`config.mk`:
```
export PLATFORM = sky130hd
export DESIGN_NAME = sg_desc_dma
export DESIGN_NICKNAME = d
export VERILOG_FILES = /design/src/rtl/sg_dma_pkg.sv /design/src/rtl/sg_dma_datapath.sv /design/src/rtl/sg_dma_ctrl.sv /design/src/rtl/sg_desc_dma.sv
export SDC_FILE = /design/constraint.sdc
export NUM_CORES = 1
export LEC_CHECK = 0
export BUFFER_PORTS_ARGS = -buffer_cell sky130_fd_sc_hd__buf_4
export CAP_MARGIN = 5
export CORE_ASPECT_RATIO = 0.75
export CORE_UTILIZATION = 57
export CTS_CLUSTER_DIAMETER = 50
export DETAILED_ROUTE_END_ITERATION = 7
export PLACE_DENSITY = 0.87
export SLEW_MARGIN = 20
export SYNTH_ARGS = -nofsm -noshare
export SYNTH_HDL_FRONTEND = slang
export SYNTH_HIERARCHICAL = 1
export SYNTH_SLANG_ARGS = --single-unit
export TNS_END_PERCENT = 10
```
`constraint.sdc`:
```
create_clock -name clk -period 3.9 [get_ports clk]
set_input_delay 0.78 -clock clk [delete_from_list [all_inputs] [get_ports clk]]
set_output_delay 0.78 -clock clk [all_outputs]
set_load 0.05 [all_outputs]
```
`src/rtl/sg_dma_pkg.sv`:
```
package sg_dma_pkg;

  localparam int ADDR_W = 32;
  localparam int DATA_W = 32;
  localparam int LEN_W  = 16;
  localparam int CNT_W  = LEN_W - 1;
  localparam int DESC_BYTES = 8;

  localparam logic [1:0] REG_TABLE  = 2'd0;
  localparam logic [1:0] REG_STATUS = 2'd1;
  localparam logic [1:0] REG_ENABLE = 2'd2;
  localparam logic [1:0] REG_ERR    = 2'd3;

  localparam int IRQ_DONE_BIT = 1;
  localparam int IRQ_DESC_BIT = 3;
  localparam int IRQ_ERR_BIT  = 25;

  localparam logic [1:0] PH_STOP  = 2'd0;
  localparam logic [1:0] PH_FETCH = 2'd1;
  localparam logic [1:0] PH_XFER  = 2'd3;

  localparam logic [1:0] ACT_NOP  = 2'b00;
  localparam logic [1:0] ACT_RSV  = 2'b01;
  localparam logic [1:0] ACT_MOVE = 2'b10;
  localparam logic [1:0] ACT_LINK = 2'b11;

  typedef enum logic [3:0] {
    S_IDLE, S_FETCH0, S_FETCH1, S_DECODE, S_RD, S_PUSH, S_POP, S_WR, S_FIN
  } engStateT;

  typedef enum logic [1:0] {SEL_DESC0, SEL_DESC1, SEL_DATA} addrSelT;

  typedef struct packed {
    logic       start;
    logic       loadW0;
    logic       loadW1;
    logic       advance;
    logic       link;
    logic       startXfer;
    logic       captureMem;
    logic       captureRx;
    logic       wordDone;
    logic       setDone;
    logic       setDescIrq;
    logic       setErr;
    logic [1:0] errCode;
    addrSelT    addrSel;
  } ctlT;

  typedef struct packed {
    logic       valid;
    logic       endFlag;
    logic       intFlag;
    logic [1:0] action;
    logic       lenBad;
    logic       addrBad;
    logic       lastWord;
    logic       descMisaligned;
    logic       dirToMem;
  } flagT;

endpackage

```
`src/rtl/sg_dma_datapath.sv`:
```
module sg_dma_datapath
  import sg_dma_pkg::*;
(
  input  logic              clk,
  input  logic              rstN,
  input  logic              dirToMem,
  input  logic              regWrEn,
  input  logic [1:0]        regAddr,
  input  logic [DATA_W-1:0] regWrData,
  output logic [DATA_W-1:0] regRdData,
  input  ctlT               ctl,
  input  logic              idle,
  input  logic [DATA_W-1:0] memRdData,
  input  logic [DATA_W-1:0] rxData,
  output flagT              flags,
  output logic [ADDR_W-1:0] memAddr,
  output logic [DATA_W-1:0] memWrData,
  output logic [DATA_W-1:0] txData,
  output logic              irq
);

  localparam logic [CNT_W-1:0] FULL_WORDS = CNT_W'(1) << (LEN_W - 2);

  logic [ADDR_W-1:0] descAddr;
  logic [ADDR_W-1:0] addrField;
  logic [ADDR_W-1:0] dataAddr;
  logic [LEN_W-1:0]  lenField;
  logic [5:0]        attrReg;
  logic [CNT_W-1:0]  wordsLeft;
  logic [DATA_W-1:0] dataBuf;
  logic [DATA_W-1:0] intStatus;
  logic [DATA_W-1:0] intEnable;
  logic [1:0]        errState;
  logic              dirLat;
  logic [DATA_W-1:0] setBits;

  // Descriptor pointer: software load, link jump or step past the entry
  always_ff @(posedge clk or negedge rstN) begin
    if (!rstN) begin
      descAddr <= '0;
    end else if (regWrEn && regAddr == REG_TABLE && idle) begin
      descAddr <= regWrData;
    end else if (ctl.link) begin
      descAddr <= addrField;
    end else if (ctl.advance) begin
      descAddr <= descAddr + ADDR_W'(DESC_BYTES);
    end
  end

  // Descriptor fields
  always_ff @(posedge clk or negedge rstN) begin
    if (!rstN) begin
      attrReg   <= '0;
      lenField  <= '0;
      addrField <= '0;
    end else begin
      if (ctl.loadW0) begin
        attrReg  <= memRdData[5:0];
        lenField <= memRdData[31:16];
      end
      if (ctl.loadW1) begin
        addrField <= memRdData;
      end
    end
  end

  // Data segment walker
  always_ff @(posedge clk or negedge rstN) begin
    if (!rstN) begin
      dataAddr  <= '0;
      wordsLeft <= '0;
      dataBuf   <= '0;
      dirLat    <= 1'b0;
    end else begin
      if (ctl.start) dirLat <= dirToMem;
      if (ctl.startXfer) begin
        dataAddr  <= addrField;
        wordsLeft <= (lenField == '0) ? FULL_WORDS
                                       : CNT_W'(lenField[LEN_W-1:2]);
      end else if (ctl.wordDone) begin
        dataAddr  <= dataAddr + ADDR_W'(4);
        wordsLeft <= wordsLeft - CNT_W'(1);
      end
      if (ctl.captureMem)     dataBuf <= memRdData;
      else if (ctl.captureRx) dataBuf <= rxData;
    end
  end

  // Interrupt status, enable and error code
  always_comb begin
    setBits = '0;
    setBits[IRQ_DONE_BIT] = ctl.setDone;
    setBits[IRQ_DESC_BIT] = ctl.setDescIrq;
    setBits[IRQ_ERR_BIT]  = ctl.setErr;
  end

  always_ff @(posedge clk or negedge rstN) begin
    if (!rstN) begin
      intStatus <= '0;
      intEnable <= '0;
      errState  <= PH_STOP;
    end else begin
      if (regWrEn && regAddr == REG_STATUS)
        intStatus <= (intStatus & ~regWrData) | setBits;
      else
        intStatus <= intStatus | setBits;
      if (regWrEn && regAddr == REG_ENABLE) intEnable <= regWrData;
      if (ctl.setErr) errState <= ctl.errCode;
    end
  end

  always_comb begin
    case (regAddr)
      REG_TABLE:  regRdData = descAddr;
      REG_STATUS: regRdData = intStatus;
      REG_ENABLE: regRdData = intEnable;
      default:    regRdData = {{(DATA_W-2){1'b0}}, errState};
    endcase
  end

  always_comb begin
    case (ctl.addrSel)
      SEL_DESC0: memAddr = descAddr;
      SEL_DESC1: memAddr = descAddr + ADDR_W'(4);
      default:   memAddr = dataAddr;
    endcase
  end

  assign memWrData = dataBuf;
  assign txData    = dataBuf;
  assign irq       = |(intStatus & intEnable);

  assign flags.valid          = attrReg[0];
  assign flags.endFlag        = attrReg[1];
  assign flags.intFlag        = attrReg[2];
  assign flags.action         = attrReg[5:4];
  assign flags.lenBad         = lenField[1:0] != 2'b00;
  assign flags.addrBad        = addrField[1:0] != 2'b00;
  assign flags.lastWord       = wordsLeft == CNT_W'(1);
  assign flags.descMisaligned = descAddr[2:0] != 3'b000;
  assign flags.dirToMem       = dirLat;

  assert_err_flag_R11: assert property (@(posedge clk) disable iff (!rstN)
    ctl.setErr |=> intStatus[IRQ_ERR_BIT]);

  assert_fetch_err_keeps_ptr_R8: assert property (@(posedge clk) disable iff (!rstN)
    (ctl.setErr && ctl.errCode == PH_FETCH) |=> $stable(descAddr));

  assert_xfer_err_code_R9: assert property (@(posedge clk) disable iff (!rstN)
    (ctl.setErr && ctl.errCode == PH_XFER) |=> errState == PH_XFER);

endmodule

```
`src/rtl/sg_dma_ctrl.sv`:
```
module sg_dma_ctrl
  import sg_dma_pkg::*;
(
  input  logic       clk,
  input  logic       rstN,
  input  logic       softRst,
  input  logic       dmaEn,
  input  logic       regWrEn,
  input  logic [1:0] regAddr,
  input  flagT       flags,
  input  logic       memAck,
  input  logic       memErr,
  input  logic       txReady,
  input  logic       rxValid,
  output ctlT        ctl,
  output logic       memReq,
  output logic       memWe,
  output logic       txValid,
  output logic       rxReady,
  output logic       idle
);

  engStateT state, nextState;

  always_ff @(posedge clk or negedge rstN) begin
    if (!rstN)        state <= S_IDLE;
    else if (softRst) state <= S_IDLE;
    else              state <= nextState;
  end

  assign idle = state == S_IDLE;

  always_comb begin
    ctl       = '0;
    nextState = state;
    memReq    = 1'b0;
    memWe     = 1'b0;
    txValid   = 1'b0;
    rxReady   = 1'b0;
    case (state)
      S_IDLE: begin
        if (regWrEn && regAddr == REG_TABLE && dmaEn) begin
          ctl.start = 1'b1;
          nextState = S_FETCH0;
        end
      end
      S_FETCH0: begin
        ctl.addrSel = SEL_DESC0;
        if (flags.descMisaligned) begin
          ctl.setErr  = 1'b1;
          ctl.errCode = PH_FETCH;
          nextState   = S_IDLE;
        end else begin
          memReq = 1'b1;
          if (memAck && memErr) begin
            ctl.setErr  = 1'b1;
            ctl.errCode = PH_FETCH;
            nextState   = S_IDLE;
          end else if (memAck) begin
            ctl.loadW0 = 1'b1;
            nextState  = S_FETCH1;
          end
        end
      end
      S_FETCH1: begin
        ctl.addrSel = SEL_DESC1;
        memReq      = 1'b1;
        if (memAck && memErr) begin
          ctl.setErr  = 1'b1;
          ctl.errCode = PH_FETCH;
          nextState   = S_IDLE;
        end else if (memAck) begin
          ctl.loadW1 = 1'b1;
          nextState  = S_DECODE;
        end
      end
      S_DECODE: begin
        if (!flags.valid) begin
          ctl.setErr  = 1'b1;
          ctl.errCode = PH_FETCH;
          nextState   = S_IDLE;
        end else begin
          case (flags.action)
            ACT_RSV: begin
              ctl.advance = 1'b1;
              ctl.setErr  = 1'b1;
              ctl.errCode = PH_STOP;
              nextState   = S_IDLE;
            end
            ACT_NOP: begin
              ctl.advance = 1'b1;
              nextState   = flags.endFlag ? S_FIN : S_FETCH0;
            end
            ACT_LINK: begin
              if (flags.endFlag) begin
                ctl.advance = 1'b1;
                nextState   = S_FIN;
              end else begin
                ctl.link  = 1'b1;
                nextState = S_FETCH0;
              end
            end
            default: begin
              ctl.advance = 1'b1;
              if (flags.lenBad || flags.addrBad) begin
                ctl.setErr  = 1'b1;
                ctl.errCode = PH_XFER;
                nextState   = S_IDLE;
              end else begin
                ctl.startXfer = 1'b1;
                nextState     = flags.dirToMem ? S_POP : S_RD;
              end
            end
          endcase
        end
      end
      S_RD: begin
        ctl.addrSel = SEL_DATA;
        memReq      = 1'b1;
        if (memAck && memErr) begin
          ctl.setErr  = 1'b1;
          ctl.errCode = PH_XFER;
          nextState   = S_IDLE;
        end else if (memAck) begin
          ctl.captureMem = 1'b1;
          nextState      = S_PUSH;
        end
      end
      S_PUSH: begin
        ctl.addrSel = SEL_DATA;
        txValid     = 1'b1;
        if (txReady) begin
          ctl.wordDone = 1'b1;
          nextState    = flags.lastWord ? S_FIN : S_RD;
        end
      end
      S_POP: begin
        ctl.addrSel = SEL_DATA;
        rxReady     = 1'b1;
        if (rxValid) begin
          ctl.captureRx = 1'b1;
          nextState     = S_WR;
        end
      end
      S_WR: begin
        ctl.addrSel = SEL_DATA;
        memReq      = 1'b1;
        memWe       = 1'b1;
        if (memAck && memErr) begin
          ctl.setErr  = 1'b1;
          ctl.errCode = PH_XFER;
          nextState   = S_IDLE;
        end else if (memAck) begin
          ctl.wordDone = 1'b1;
          nextState    = flags.lastWord ? S_FIN : S_POP;
        end
      end
      S_FIN: begin
        ctl.setDescIrq = flags.intFlag;
        if (flags.endFlag) begin
          ctl.setDone = 1'b1;
          nextState   = S_IDLE;
        end else begin
          nextState = S_FETCH0;
        end
      end
      default: nextState = S_IDLE;
    endcase
  end

  assert_req_held_R4: assert property (@(posedge clk) disable iff (!rstN || softRst)
    (memReq && !memAck) |=> memReq);

  assert_tx_held_R4: assert property (@(posedge clk) disable iff (!rstN || softRst)
    (txValid && !txReady) |=> txValid);

  assert_one_stream_R4: assert property (@(posedge clk) disable iff (!rstN)
    !(txValid && rxReady));

  assert_err_halts_R11: assert property (@(posedge clk) disable iff (!rstN || softRst)
    ctl.setErr |=> idle);

  assert_write_dir_R13: assert property (@(posedge clk) disable iff (!rstN)
    (memReq && memWe) |-> flags.dirToMem);

  assert_soft_reset_stops_R14: assert property (@(posedge clk) disable iff (!rstN)
    softRst |=> (!memReq && !txValid && !rxReady));

endmodule

```
`src/rtl/sg_desc_dma.sv`:
```
module sg_desc_dma
  import sg_dma_pkg::*;
(
  input  logic        clk,
  input  logic        rstN,
  input  logic        dmaEn,
  input  logic        dirToMem,
  input  logic        softRst,
  input  logic        regWrEn,
  input  logic [1:0]  regAddr,
  input  logic [31:0] regWrData,
  output logic [31:0] regRdData,
  output logic        irq,
  output logic        memReq,
  output logic        memWe,
  output logic [31:0] memAddr,
  output logic [31:0] memWrData,
  input  logic        memAck,
  input  logic        memErr,
  input  logic [31:0] memRdData,
  output logic        txValid,
  output logic [31:0] txData,
  input  logic        txReady,
  input  logic        rxValid,
  input  logic [31:0] rxData,
  output logic        rxReady
);

  ctlT  ctl;
  flagT flags;
  logic idle;

  sg_dma_ctrl uCtrl (
    .clk     (clk),
    .rstN    (rstN),
    .softRst (softRst),
    .dmaEn   (dmaEn),
    .regWrEn (regWrEn),
    .regAddr (regAddr),
    .flags   (flags),
    .memAck  (memAck),
    .memErr  (memErr),
    .txReady (txReady),
    .rxValid (rxValid),
    .ctl     (ctl),
    .memReq  (memReq),
    .memWe   (memWe),
    .txValid (txValid),
    .rxReady (rxReady),
    .idle    (idle)
  );

  sg_dma_datapath uData (
    .clk       (clk),
    .rstN      (rstN),
    .dirToMem  (dirToMem),
    .regWrEn   (regWrEn),
    .regAddr   (regAddr),
    .regWrData (regWrData),
    .regRdData (regRdData),
    .ctl       (ctl),
    .idle      (idle),
    .memRdData (memRdData),
    .rxData    (rxData),
    .flags     (flags),
    .memAddr   (memAddr),
    .memWrData (memWrData),
    .txData    (txData),
    .irq       (irq)
  );

  assert_addr_stable_R4: assert property (@(posedge clk) disable iff (!rstN || softRst)
    (memReq && !memAck) |=> $stable(memAddr) && $stable(memWe));

endmodule

```
==> impl_metrics.env <==
export IMPL_via_count=12000
export IMPL_rsz0062_at_grt="no"
export IMPL_grt_pass1_vias=11500
export IMPL_syn_to_final_growth_pct=20.8
export IMPL_dp_cells=1849
export IMPL_instances_no_fill=1897
export IMPL_power_frac_comb_pct=29.2
export IMPL_cpPeakStageDelay_ps=580
export IMPL_clock_path_buffers=3
export IMPL_drt_initial_drc_count=1398
export IMPL_startpoint_type="flop"
export IMPL_drc=36
export IMPL_layout_common_cells="270 x buf_4, 235 x dfrtp_1, 207 x nand2_1"
export IMPL_criticalPathCategory="reg -> out"
export IMPL_max_slew_margin_pct=30.6
export IMPL_setup_ws_ps=154
export IMPL_overflow=0
export IMPL_worstPathArrival_ps=2970
export IMPL_numClockSinks=235
export IMPL_ys_flop_type="dfrtp_1"
export IMPL_hp_class="in -> async"
export IMPL_setup_violations=0
export IMPL_pwr_share_seq_pct=39.0
export IMPL_cts_htree_levels=1
export IMPL_gp_congestion=0.957
export IMPL_dieArea_sq_um=24200
export IMPL_seq_area_frac_synth_pct=43.7
export IMPL_maxCapViolCount=0
export IMPL_yosysTopAreaCellShare_pct=43.7
export IMPL_initial_core_util_pct=58.3
export IMPL_synthCells=1407
export IMPL_die_x_um=179
export IMPL_crit_fanout=6
export IMPL_worst_pin_slew_ps=1030
export IMPL_dpl_hpwl_mm=30.2
export IMPL_synth_area_per_cell_sq_um=9.56
export IMPL_grt_pass1_wl_mm=64.3
export IMPL_ir_worst_vdd_mv=0.382
export IMPL_power_leakage_nw=6.96
export IMPL_drive_gt1_share_pct=28.4
export IMPL_yosys_area_top_type="dfrtp_1"
export IMPL_crit_path_frequent_cell="buf_4"
export IMPL_yosys_warnings=6
export IMPL_cts_buffers=26
export IMPL_cp_slowest_cell="or4b_4"
export IMPL_worstPathRequired_ps=3120
export IMPL_powerDensity_nw_per_um2=508
export IMPL_grt_max_degree=91
export IMPL_portBuffers=240
export IMPL_nets=1697
export IMPL_violations="DRC"
export IMPL_syn_area_sq_um=13500
export IMPL_clk_pin_slew_ps=60
export IMPL_viasPerCell=6.31
export IMPL_cts_root_buf="clkbuf_16"
export IMPL_synth_edf_count=0
export IMPL_async_flop_share_pct=100
export IMPL_path_cells="or4b_4, clkinvlp_4, nand4_1, buf_4, nor3_2, buf_4, nand2_1, xor2_1, o21ai_0, buf_4"
export IMPL_maxSlewViolCount=0
export IMPL_end_kind="primary output"
export IMPL_yosys_register_bits=235
export IMPL_ys_top_cells_by_area="dfrtp_1 44%, mux2_2 7.9%, nand2_1 5.8%"
export IMPL_cp_top_family="simple AND/OR/NAND/NOR gates"
export IMPL_wl_per_cell_um=22.0
export IMPL_hold_violations=0
export IMPL_ant_nets=0
export IMPL_antenna_cells=0
export IMPL_firstDrtPassIters=8
export IMPL_antenna_found_initial=0
export IMPL_period_share_pct=96.1
export IMPL_synth_nets=1523
export IMPL_clockPowerShare_pct=31.8
export IMPL_io_pins=241
export IMPL_track_usage_pct=34.5
export IMPL_core_sq_um=23100
export IMPL_fin_skew_ps=10.1
export IMPL_p_switching_mw=3.02
export IMPL_fin_crit_ps=3750
export IMPL_cts_tree="done"
export IMPL_rows=48
export IMPL_intPower_mw=5.23
export IMPL_path_buf_inv=4
export IMPL_fmax_mhz=267
export IMPL_switching_share_pct=36.6
export IMPL_die_h_um=135
export IMPL_routed_wl_mm=41.7
export IMPL_dp_worst_setup_slack_ps=378
export IMPL_final_common_cell="buf_4"
export IMPL_status="finished, violations left"
export IMPL_clk_latency_ps=530
export IMPL_yosysUniqueCellTypes=79
worst reg2reg max path: cells and delay by family, from the launching register on:
kind | cells | cell delay [ps]
and+or+nand+nor | 5 | 1620
buffers and inverters | 3 | 700
DFF | 1 | 380
xor gates and xnor gates | 1 | 170
AOI/OAI and AO/OA | 1 | 140
Yosys cell counts, types with 5 or more instances:
library cell and count:
nand3_1 25, nor2_1 53, mux2i_1 70, or2_2 8, o22ai_1 5, nand4_1 26
a21oi_1 52, nor4_1 19, nor2b_1 5, o21ai_0 151, xnor2_1 41, ha_1 8
or4_1 5, nor3b_1 6, o21ai_1 7, clkbuf_1 65, buf_1 8, inv_1 20
xor2_1 40, a22oi_1 18, and3_1 19, buf_2 18, a31oi_1 11, dfrtp_1 235
mux2_2 94, nand2_1 208, nor3_1 25, o221ai_1 8, buf_4 33, and4_1 5
or3_1 11, a21boi_0 29
through the flow:
| stage | utilization, % | hold WS [ps] | total power [mW] | instance area (sq um) | TNS, ps |
|---|---|---|---|---|---|
| floorplan | - | 458 | 4.76 | 13500 | -1190 |
| global placement | 66.3 | 480 | 5.57 | 15300 | 0 |
| detailed placement | 66.3 | 494 | 5.62 | 15300 | 0 |
| CTS | 70.3 | 218 | 8.23 | 16200 | 0 |
| global route | 70.4 | 223 | 8.57 | 16200 | 0 |
| finish | 70.4 | 179 | 8.26 | 16200 | 0 |
flip-flops by register name (all words and copies together), names as in the netlist, 2 cells and up:
name and count:
uCtrl/state 4, uData/addrField 32, uData/attrReg 5, uData/dataAddr 32, uData/descAddr 32, uData/errState 2, uData/intEnable 32, uData/intStatus 32
uData/lenField 16, uData/memWrData 32, uData/wordsLeft 15
cell families (layout without fill, tap and decap cells):
logic type | after synthesis | after routing | synth area share, %
DFF | 235 | 235 | 43.7
buffers and inverters | 148 | 338 | 5.41
adders and majority gates | 8 | 8 | 0.744
xor gates and xnor gates | 81 | 81 | 5.27
and+or+nand+nor | 449 | 449 | 17.0
muxes | 166 | 166 | 13.4
AOI/OAI and AO/OA | 320 | 320 | 14.4
layer usage:
| layer | global-route usage, % | share of wire (%) | vias to the layer above |
|---|---|---|---|
| met4 | 9.48 | 2.9 | 0 |
| met3 | 5.26 | 9.5 | 90 |
| met2 | 52.8 | 45 | 668 |
| met5 | 0 | 0 | - |
| met1 | 50.9 | 42 | 5875 |
| li1 | - | - | 5334 |
area by class of cell:
type,count,area [sq um]
Tap cell,300,375
Multi-Input combinational cell,1024,6910
Inverter,20,78.8
Clock buffer,35,736
Fill cell,1782,6820
Clock inverter,9,168
Timing Repair Buffer,274,2100
Sequential cell,235,5880
final timing paths:
check | start | to | slack (ps) | cells past startpoint
max | uCtrl/state[3] | memAddr[18] | 150 | 10
min | rstN | uData/errState[0] | 180 | 1
max reg2reg | uCtrl/state[3] | uData/dataAddr[19] | 810 | 10
min reg2reg | uData/errState[0] | uData/errState[0] | 510 | 1
max in group asynchronous | rstN | uData/wordsLeft[12] | 2810 | 2
min in group clk | regWrData[16] | uData/intStatus[16] | 450 | 2
power groups by stage:
stage | Combinational [mW] | Sequential [mW] | Clock, mW
floorplan | 1.73 | 3.04 | 0
global placement | 2.34 | 3.23 | 0
detailed placement | 2.37 | 3.24 | 0
CTS | 2.39 | 3.20 | 2.64
global route | 2.55 | 3.25 | 2.77
finish | 2.41 | 3.22 | 2.62
timing repair:
item / in CTS / in global routing
gates resized for setup: 2 / 5
endpoints found under the hold margin: 0 / 0
pin swaps: 1 / 0
setup endpoints to repair: 9 / 8
gates cloned: 0 / 0
hold buffers: 0 / 0
setup buffers: 2 / 2
Power figures use the tool's default switching activity.
